===== src/rtl/svd_pkg.sv =====
package svd_pkg;
  localparam int ADDR_W = 3;
  localparam int GFX_W  = 8;
  localparam int N_OBJ  = 3;

  localparam logic [ADDR_W-1:0] ADR_GFX0 = 3'd0;
  localparam logic [ADDR_W-1:0] ADR_GFX1 = 3'd1;
  localparam logic [ADDR_W-1:0] ADR_BALL = 3'd2;
  localparam logic [ADDR_W-1:0] ADR_DLY0 = 3'd3;
  localparam logic [ADDR_W-1:0] ADR_DLY1 = 3'd4;
  localparam logic [ADDR_W-1:0] ADR_DLYB = 3'd5;

  localparam int BALL_BIT = 1;
  localparam int DLY_BIT  = 0;

  localparam int OBJ_P0 = 0;
  localparam int OBJ_P1 = 1;
  localparam int OBJ_BL = 2;
endpackage


===== src/rtl/svd_wr_stage.sv =====
module svd_wr_stage #(
  parameter int AW = 3,
  parameter int DW = 8
) (
  input  logic          clk,
  input  logic          rst,
  input  logic          wr_en,
  input  logic [AW-1:0] wr_addr,
  input  logic [DW-1:0] wr_data,
  output logic          q_vld,
  output logic [AW-1:0] q_addr,
  output logic [DW-1:0] q_data
);
  always_ff @(posedge clk) begin
    if (rst) begin
      q_vld  <= 1'b0;
      q_addr <= '0;
      q_data <= '0;
    end else begin
      q_vld  <= wr_en;
      q_addr <= wr_addr;
      q_data <= wr_data;
    end
  end

  a_r8_stage_take: assert property (@(posedge clk) disable iff (rst)
    wr_en |=> (q_vld && q_addr == $past(wr_addr) && q_data == $past(wr_data)));
  a_r8_stage_idle: assert property (@(posedge clk) disable iff (rst)
    !wr_en |=> !q_vld);
endmodule


===== src/rtl/svd_decode.sv =====
module svd_decode #(
  parameter int AW = 3,
  parameter int DW = 8,
  parameter int NO = 3
) (
  input  logic          q_vld,
  input  logic [AW-1:0] q_addr,
  input  logic [DW-1:0] q_data,
  output logic [NO-1:0] ld_new,
  output logic [NO-1:0] cp_old,
  output logic [NO-1:0] ld_dly,
  output logic          ball_val,
  output logic          dly_val
);
  import svd_pkg::*;

  logic hit_g0, hit_g1, hit_bl;

  always_comb begin
    hit_g0 = q_vld && (q_addr == AW'(ADR_GFX0));
    hit_g1 = q_vld && (q_addr == AW'(ADR_GFX1));
    hit_bl = q_vld && (q_addr == AW'(ADR_BALL));
    ld_new = '0;
    cp_old = '0;
    ld_dly = '0;
    ld_new[OBJ_P0] = hit_g0;
    ld_new[OBJ_P1] = hit_g1;
    ld_new[OBJ_BL] = hit_bl;
    cp_old[OBJ_P1] = hit_g0;
    cp_old[OBJ_P0] = hit_g1;
    cp_old[OBJ_BL] = hit_g1;
    ld_dly[OBJ_P0] = q_vld && (q_addr == AW'(ADR_DLY0));
    ld_dly[OBJ_P1] = q_vld && (q_addr == AW'(ADR_DLY1));
    ld_dly[OBJ_BL] = q_vld && (q_addr == AW'(ADR_DLYB));
    ball_val = q_data[BALL_BIT];
    dly_val  = q_data[DLY_BIT];
  end
endmodule


===== src/rtl/svd_obj_reg.sv =====
module svd_obj_reg #(
  parameter int W = 8
) (
  input  logic         clk,
  input  logic         rst,
  input  logic         ld,
  input  logic [W-1:0] ld_val,
  input  logic         cp,
  input  logic         dly_ld,
  input  logic         dly_val,
  output logic [W-1:0] new_q,
  output logic [W-1:0] old_q,
  output logic         dly_q,
  output logic [W-1:0] sel_q
);
  always_ff @(posedge clk) begin
    if (rst) begin
      new_q <= '0;
      old_q <= '0;
      dly_q <= 1'b0;
    end else begin
      if (ld)     new_q <= ld_val;
      if (cp)     old_q <= new_q;
      if (dly_ld) dly_q <= dly_val;
    end
  end

  always_comb sel_q = dly_q ? old_q : new_q;

  a_r2_load_new: assert property (@(posedge clk) disable iff (rst)
    ld |=> new_q == $past(ld_val));
  a_r3_copy_old: assert property (@(posedge clk) disable iff (rst)
    cp |=> old_q == $past(new_q));
  a_r9_new_hold: assert property (@(posedge clk) disable iff (rst)
    !ld |=> $stable(new_q));
  a_r9_old_hold: assert property (@(posedge clk) disable iff (rst)
    !cp |=> $stable(old_q));
  a_r6_dly_hold: assert property (@(posedge clk) disable iff (rst)
    !dly_ld |=> $stable(dly_q));
endmodule


===== src/rtl/sprite_vdelay.sv =====
module sprite_vdelay #(
  parameter int ADDR_W = svd_pkg::ADDR_W,
  parameter int GFX_W  = svd_pkg::GFX_W
) (
  input  logic              clk,
  input  logic              rst,
  input  logic              wr_en,
  input  logic [ADDR_W-1:0] wr_addr,
  input  logic [GFX_W-1:0]  wr_data,
  output logic [GFX_W-1:0]  p0_gfx,
  output logic [GFX_W-1:0]  p1_gfx,
  output logic              ball_en,
  output logic [GFX_W-1:0]  p0_new,
  output logic [GFX_W-1:0]  p0_old,
  output logic [GFX_W-1:0]  p1_new,
  output logic [GFX_W-1:0]  p1_old,
  output logic              ball_new,
  output logic              ball_old,
  output logic [2:0]        dly_sel
);
  import svd_pkg::*;
  localparam int NO = N_OBJ;
  localparam int NP = 2;

  logic              q_vld;
  logic [ADDR_W-1:0] q_addr;
  logic [GFX_W-1:0]  q_data;
  logic [NO-1:0]     ld_new, cp_old, ld_dly, dly_q;
  logic              ball_val, dly_val;
  logic [GFX_W-1:0]  pn [NP];
  logic [GFX_W-1:0]  po [NP];
  logic [GFX_W-1:0]  ps [NP];
  logic              bn, bo, bs;

  svd_wr_stage #(.AW(ADDR_W), .DW(GFX_W)) i_stage (
    .clk(clk), .rst(rst), .wr_en(wr_en), .wr_addr(wr_addr), .wr_data(wr_data),
    .q_vld(q_vld), .q_addr(q_addr), .q_data(q_data)
  );

  svd_decode #(.AW(ADDR_W), .DW(GFX_W), .NO(NO)) i_dec (
    .q_vld(q_vld), .q_addr(q_addr), .q_data(q_data),
    .ld_new(ld_new), .cp_old(cp_old), .ld_dly(ld_dly),
    .ball_val(ball_val), .dly_val(dly_val)
  );

  for (genvar g = 0; g < NP; g++) begin : g_player
    svd_obj_reg #(.W(GFX_W)) i_obj (
      .clk(clk), .rst(rst), .ld(ld_new[g]), .ld_val(q_data), .cp(cp_old[g]),
      .dly_ld(ld_dly[g]), .dly_val(dly_val),
      .new_q(pn[g]), .old_q(po[g]), .dly_q(dly_q[g]), .sel_q(ps[g])
    );
  end

  svd_obj_reg #(.W(1)) i_ball (
    .clk(clk), .rst(rst), .ld(ld_new[OBJ_BL]), .ld_val(ball_val), .cp(cp_old[OBJ_BL]),
    .dly_ld(ld_dly[OBJ_BL]), .dly_val(dly_val),
    .new_q(bn), .old_q(bo), .dly_q(dly_q[OBJ_BL]), .sel_q(bs)
  );

  always_comb begin
    p0_gfx   = ps[OBJ_P0];
    p1_gfx   = ps[OBJ_P1];
    ball_en  = bs;
    p0_new   = pn[OBJ_P0];
    p0_old   = po[OBJ_P0];
    p1_new   = pn[OBJ_P1];
    p1_old   = po[OBJ_P1];
    ball_new = bn;
    ball_old = bo;
    dly_sel  = dly_q;
  end

  // an address-0 bus write copies player-1 new into old, seen two edges on
  a_r7_copy_p1: assert property (@(posedge clk) disable iff (rst)
    (wr_en && wr_addr == ADDR_W'(ADR_GFX0)) |=> ##1 (p1_old == $past(p1_new)));
  // a ball write leaves both player old registers alone
  a_r5_ball_only: assert property (@(posedge clk) disable iff (rst)
    (q_vld && q_addr == ADDR_W'(ADR_BALL)) |=> ($stable(p0_old) && $stable(p1_old) && $stable(ball_old)));
endmodule


===== config.mk =====
export PLATFORM = sky130hd
export DESIGN_NAME = sprite_vdelay
export DESIGN_NICKNAME = d
export VERILOG_FILES = /design/src/rtl/svd_pkg.sv /design/src/rtl/svd_wr_stage.sv /design/src/rtl/svd_decode.sv /design/src/rtl/svd_obj_reg.sv /design/src/rtl/sprite_vdelay.sv
export SDC_FILE = /design/constraint.sdc
export NUM_CORES = 1
export LEC_CHECK = 0
export BUFFER_PORTS_ARGS = -buffer_cell sky130_fd_sc_hd__buf_2
export CAP_MARGIN = 20
export CORE_AREA = 2 2 66 68
export DETAILED_ROUTE_END_ITERATION = 6
export DIE_AREA = 0 0 68 70
export PLACE_DENSITY = 0.81
export SYNTH_ARGS = -nofsm -noshare
export SYNTH_HDL_FRONTEND = slang
export SYNTH_SLANG_ARGS = --single-unit

===== constraint.sdc =====
create_clock -name clk -period 1.8 [get_ports clk]
set_input_delay 0.36 -clock clk [delete_from_list [all_inputs] [get_ports clk]]
set_output_delay 0.36 -clock clk [all_outputs]
set_load 0.01 [all_outputs]

==> flow_metrics.py, run 1 <==
metrics = {
    "outcome": {
        "status": "finished clean",
    },
    "floorplanning": {
        "die_area_um2": 4760,
        "die_w_um": 68,
        "fp-row-count": 24,
        "core-area_um2": 4140,
        "design.portCount": 68,
        "fp.dieH_um": 70,
        "initial_utilization_pct": 50.5,
    },
    "setup_path": {
        "r2r_start": "i_stage.q_addr[0]",
        "cp-startpoint": "g_player[0].i_obj.dly_q",
        "critPathBufInv": 2,
        "worst_ep_required_time_ps": 1440,
        "reg2reg_setup_slack_ps": 560,
        "worstRegToRegCells": 3,
        "worstReg2RegEnd": "g_player[0].i_obj.old_q[2]",
        "cp_max_fo": 9,
        "timing.critical_path.slowest_stage_cell": "sky130_fd_sc_hd__dfxtp_1",
        "start_kind": "register",
        "arrival_ps": 1340,
        "crit_path_max_incr_delay_ps": 370,
        "path_cells": "buf_4 -> mux2_2 -> buf_2",
        "path_delay_family": "flip-flops",
        "setup_crit_path_kind": "reg -> out",
        "cp-end-kind": "output port",
    },
    "yosys": {
        "synth.yosys.warnings": 0,
        "cell_taking_the_most_area_after_synthesis": "sky130_fd_sc_hd__dfxtp_1",
        "synth_sequential_area_ratio_pct": 46.9,
        "yosysTopAreaCellShare_pct": 46.9,
        "synth-adder-area-share_pct": 0,
        "synth_top_family_by_area": "multiplexers",
        "synth_cell_types": 16,
        "post_synthesis_instance_area_um2": 2090,
        "synth_fp_nets": 196,
        "synth.avg_cell_area_um2": 11.5,
        "ys_top_cells_by_area": "sky130_fd_sc_hd__dfxtp_1 47%, sky130_fd_sc_hd__mux2i_1 18%, sky130_fd_sc_hd__nand2b_1 13%",
        "muxShareOfSynthArea_pct": 26.9,
        "synth-compound-area-share_pct": 0,
        "synth.ff_latch_count": 49,
        "synthesized_area_fraction_occupied_by_xor_and_xnor_cells_pct": 0,
        "synthCells": 182,
        "synth-simple-area-share_pct": 20.8,
    },
    "clock_network": {
        "clk_transition_reported_paths_ps": 90,
        "worstSkewPairLatency_ps": 290,
        "htree_num_levels": 2,
        "post_cts_setup_buffers": 0,
        "root_buffer": "sky130_fd_sc_hd__clkbuf_8",
        "numClockSinks": 49,
        "cts_tree": "yes",
        "clock_tree.buffer_depth": 2,
        "cts-buffers-inserted": 5,
    },
    "global_route": {
        "grt_antenna_before_repair": 0,
        "busiest_layer": "met2",
        "grtUsageMet3_pct": 3.38,
        "global_route.usage.met1_pct": 21.6,
        "globalRouteOverflowTotal": 0,
        "grtUsageMet2_pct": 25.0,
        "grt_start_max_net_pins": 22,
        "global_route_wire_length_before_repair_um": 5740,
        "number_of_global_route_vias_before_repair": 1244,
        "grt_usage_pct": 16.0,
    },
    "min_path": {
        "hp-start": "wr_data[3]",
        "min-delay-path-class": "in -> reg",
        "hold-path-endpoint": "i_stage.q_data[3]",
        "worst_hold_path.num_cells": 2,
    },
    "route": {
        "drt-vias-per-instance": 4.73,
        "totalWireLength_um": 3700,
        "drt_iter0_drc": 57,
        "wl_per_cell_um": 12.3,
        "drt_drc_violations_left": 0,
        "drtAntennaViolNets": 0,
        "vias": 1423,
        "drt_pre_antenna_iters": 4,
    },
    "placed_design": {
        "post-dp-hpwl_um": 2800,
        "port_buffers": 67,
        "dp.cells": 293,
        "place.gp.congestion": 0.711,
        "detailed_place.area_um2": 2440,
    },
    "finish": {
        "layout-drive-gt1-share_pct": 41.0,
        "final_cell_mix": "67 x sky130_fd_sc_hd__buf_2, 48 x sky130_fd_sc_hd__dfxtp_1, 45 x sky130_fd_sc_hd__nand2b_1",
        "finish.cell_count_without_fillers": 301,
        "area.growth.synth_to_final_pct": 21.3,
        "final_cell_area_um2": 2540,
        "antenna_diode_count": 0,
        "final_util_pct": 61.2,
        "mostFrequentLayoutCell": "sky130_fd_sc_hd__buf_2",
        "nNetsFinal": 262,
    },
    "timing": {
        "final_hold_viol_count": 0,
        "post-route-min-period_ps": 1700,
        "timing.max_slew.rel_slack_pct": 79.3,
        "achievable-frequency_mhz": 587,
        "final_clock_skew_ps": 11.4,
        "tightest_slew_ps": 307,
        "timing.final.setup_violations": 0,
        "setup-tns-final_ps": 0,
        "grt_setup_unrepaired": "false",
        "final.period_utilization_pct": 94.6,
        "finalMaxSlewViolations": 0,
    },
    "pwr": {
        "pwr_density_cell_nw_per_um2": 748,
        "power_leakage_nw": 1.16,
        "power.ir.vdd_worst_mv": 0.490,
    },
    "run": {
        "cap_violations": 0,
    },
}
final cells by class:
cell class                 count  area [um2]
sequential                    49         982
clock buffer                   6        82.6
clock inverter                 2        13.8
timing repair buffer          74         388
multi-input combinational    118        1010
fill                         378        1610
tap                           52        65.1
state kept, by name, summed over array words and instances (netlist names):
name / cells
g_player.i_obj.dly_q: 2
g_player.i_obj.new_q: 16
g_player.i_obj.old_q: 16
i_ball.dly_q: 1
i_ball.new_q: 1
i_ball.old_q: 1
i_stage.q_addr: 3
i_stage.q_data: 8
i_stage.q_vld: 1
routing by layer:
| layer | routed length (um) | up-vias | share of wire, % |
|---|---|---|---|
| met1 | 1720 | 641 | 46 |
| met5 | 0 | - | 0 |
| met2 | 1790 | 40 | 48 |
| met4 | 21 | 0 | 0.57 |
| met3 | 175 | 2 | 4.7 |
| li1 | - | 740 | - |
worst max path at each step:
stage	slack [ps]	end	depth (start not counted)
after floorplan	580	p0_gfx[0]	2
after global placement	330	p1_gfx[5]	2
after detailed placement	320	p1_gfx[2]	2
after CTS	80	p0_gfx[7]	3
after global routing	40	p0_gfx[7]	3
final	100	p0_gfx[7]	3
synth_stat cells:
cell                         n
sky130_fd_sc_hd__and4bb_1    1
sky130_fd_sc_hd__buf_6       1
sky130_fd_sc_hd__buf_12      2
sky130_fd_sc_hd__nand4bb_1   1
sky130_fd_sc_hd__buf_2       2
sky130_fd_sc_hd__clkbuf_1    6
sky130_fd_sc_hd__and4bb_2    1
sky130_fd_sc_hd__mux2_2     17
sky130_fd_sc_hd__nor4bb_1    1
sky130_fd_sc_hd__buf_4       4
sky130_fd_sc_hd__mux2i_1    37
sky130_fd_sc_hd__nand2b_1   45
sky130_fd_sc_hd__nor2b_1    12
sky130_fd_sc_hd__nor4b_2     1
sky130_fd_sc_hd__nand4b_1    2
sky130_fd_sc_hd__dfxtp_1    49
power breakdown:
group	switching [mW]	leakage (nW)	internal (mW)	total, mW
registers	0.0170	0.399	1.10	1.12
clock network	0.348	0.0512	0.312	0.660
logic	0.0498	0.710	0.0676	0.117
total	0.415	1.16	1.48	1.90
metrics by stage:
step,setup WS (ps),power [mW],hold WS (ps)
finish,97.4,1.90,268
global route,38.2,1.97,252
CTS,77.1,1.92,263
detailed placement,317,1.27,472
global placement,328,1.26,468
floorplan,581,1.23,458
cell families after synthesis:
group | count (synthesis)
flip-flops | 49
buffers and inverters | 15
multiplexers | 54
AND/OR/NAND/NOR | 64
worst reg2reg max path: cells and delay by family, from the launching register on:
kind                   cells  cell delay, ps
muxes                      1             220
buffers and inverters      1             220
DFF                        1             480
and+or+nand+nor            1             270
repair_timing:
item                       4_1_cts  5_1_grt
hold buffers                     0        0
resized for setup                1        0
setup endpoints to repair        8        0
Power figures use the tool's default switching activity.
==> run 2: changes to the inputs <==
- CORE_AREA: 2 2 66 68 -> 5 5 69 71
- DIE_AREA: 0 0 68 70 -> 0 0 74 76
==> run 2 against run 1 <==
  * Sequential share of layout area fell by 0.19 points
  * Routed wire length up 8.2%
  * Utilization down 0.14 points
  * Critical endpoint is now p1_gfx[6]
  * Combinational power hardly changed
  * Fmax rose by 3.4%
  * Highest routed layer unchanged
  * Design area increased by 0.49%
  * Largest cell class unchanged
  * First-iteration DRC count increased by 49%
  * Sequential power about the same
==> flow_metrics.py, run 2 (synthesized netlist as in run 1, its figures left out) <==
metrics = {
    "clock_network": {
        "cts-buffers-inserted": 5,
        "post_cts_setup_buffers": 0,
        "numClockSinks": 49,
        "cts_tree": "yes",
        "worstSkewPairLatency_ps": 300,
        "clock_tree.buffer_depth": 2,
        "htree_num_levels": 2,
        "post_cts_hold_buffer_count": 0,
        "clk_transition_reported_paths_ps": 80,
        "root_buffer": "sky130_fd_sc_hd__clkbuf_8",
        "cts.repair.resized": 1,
    },
    "outcome": {
        "status": "finished clean",
    },
    "min_path": {
        "min-delay-path-class": "in -> reg",
    },
    "pwr": {
        "power.net_switching_mw": 0.410,
        "power_leakage_nw": 1.17,
        "power.share.switching_pct": 21.3,
        "power.ir.vdd_worst_mv": 0.546,
        "power_frac_clock_pct": 35.7,
        "power.combinational.fraction_pct": 6.2,
        "design_power_total_mw": 1.93,
        "internal_power_mw": 1.52,
        "pwr_density_cell_nw_per_um2": 756,
        "power.share.sequential_pct": 58.1,
    },
    "route": {
        "totalWireLength_um": 4010,
        "wl_per_cell_um": 13.3,
        "met3_wirelength_um": 251,
        "drt_drc_violations_left": 0,
        "topRoutingLayerUsed": "met4",
        "drt_iter0_drc": 85,
        "drt_pre_antenna_iters": 4,
        "drtAntennaViolNets": 0,
        "vias": 1425,
        "drt-vias-per-instance": 4.72,
        "detail_route.wirelength.met1_um": 1850,
        "routed-wl-met2_um": 1840,
    },
    "timing": {
        "achievable-frequency_mhz": 607,
        "setup-tns-final_ps": 0,
        "final.period_utilization_pct": 91.5,
        "final.setup.worst_slack_ps": 154,
        "timing.final.setup_violations": 0,
        "timing.max_slew.rel_slack_pct": 72.7,
        "post-route-min-period_ps": 1650,
        "final_clock_skew_ps": 6.50,
        "grt_setup_unrepaired": "false",
        "tightest_slew_ps": 409,
        "finalMaxSlewViolations": 0,
        "final_hold_viol_count": 0,
    },
    "run": {
        "cap_violations": 0,
    },
    "floorplanning": {
        "design.portCount": 68,
        "fp-row-count": 24,
        "initial_utilization_pct": 50.1,
        "fp.dieH_um": 76,
        "die_w_um": 74,
        "die_area_um2": 5620,
        "core-area_um2": 4170,
    },
    "setup_path": {
        "worst_ep_required_time_ps": 1440,
        "path_delay_family": "flip-flops",
        "timing.critical_path.slowest_stage_cell": "sky130_fd_sc_hd__dfxtp_2",
        "cp_max_fo": 10,
        "start_kind": "register",
        "critPathBufInv": 1,
        "cp-end-kind": "output port",
        "path_cells": "mux2_2 -> buf_2",
        "arrival_ps": 1290,
        "crit_path_max_incr_delay_ps": 480,
        "setup_crit_path_kind": "reg -> out",
    },
    "global_route": {
        "number_of_global_route_vias_before_repair": 1355,
        "grt_usage_pct": 14.9,
        "grt_antenna_before_repair": 0,
        "grt_start_max_net_pins": 30,
        "globalRouteOverflowTotal": 0,
        "global_route_wire_length_before_repair_um": 6490,
    },
    "finish": {
        "antenna_diode_count": 0,
        "final_cell_area_um2": 2550,
        "area.growth.synth_to_final_pct": 21.9,
        "final_cell_mix": "67 x sky130_fd_sc_hd__buf_2, 48 x sky130_fd_sc_hd__dfxtp_1, 45 x sky130_fd_sc_hd__nand2b_1",
        "mostFrequentLayoutCell": "sky130_fd_sc_hd__buf_2",
        "layout-drive-gt1-share_pct": 41.2,
        "nNetsFinal": 263,
        "finish.cell_count_without_fillers": 302,
        "largestRegisters": "g_player.i_obj.new_q (16), g_player.i_obj.old_q (16), i_stage.q_data (8)",
    },
    "placed_design": {
        "port_buffers": 67,
        "place.gp.congestion": 0.779,
        "dp.cells": 294,
        "post-dp-hpwl_um": 2960,
        "placement.setup.worst_slack_ps": 299,
        "detailed_place.area_um2": 2450,
    },
}
-- run 2: path summary, 6_finish.rpt --
path | slack, ps | cells after the start | end | start
max | 150 | 2 | p1_gfx[6] | g_player[1].i_obj.dly_q
min | 260 | 2 | i_stage.q_data[1] | wr_data[1]
max reg2reg | 590 | 3 | g_player[1].i_obj.old_q[1] | i_stage.q_addr[2]
min reg2reg | 490 | 2 | g_player[1].i_obj.old_q[3] | g_player[1].i_obj.old_q[3]
-- run 2: power by group through the flow --
stage               clock network, mW  registers, mW  logic, mW
floorplan                           0           1.14     0.0853
global placement                    0           1.14      0.120
detailed placement                  0           1.15      0.120
CTS                             0.700           1.12      0.121
global route                    0.760           1.12      0.129
finish                          0.689           1.12      0.119
-- run 2: worst reg2reg max path: stages (launching register included) --
cell,delay [ps]
sky130_fd_sc_hd__dfxtp_1,380
sky130_fd_sc_hd__nor4b_4,310
sky130_fd_sc_hd__buf_4,240
sky130_fd_sc_hd__mux2i_1,210
-- run 2: final cells by class --
type / instances / area, um2
Timing Repair Buffer: 75 / 395
Multi-Input combinational cell: 118 / 1010
Sequential cell: 49 / 982
Fill cell: 351 / 1620
Tap cell: 52 / 65.1
Clock inverter: 1 / 5.00
Clock buffer: 7 / 96.3
-- run 2: layer usage --
layer,vias to the layer above,track usage [%]
met5,-,0
met4,0,5.80
met3,6,4.75
met2,40,22.4
met1,638,19.6
li1,741,-
-- run 2: per-stage QoR --
stage	util (%)	hold WS [ps]
finish	61.1	265
global route	61.1	250
CTS	61.1	264
detailed placement	58.6	473
global placement	58.6	467
floorplan	-	458
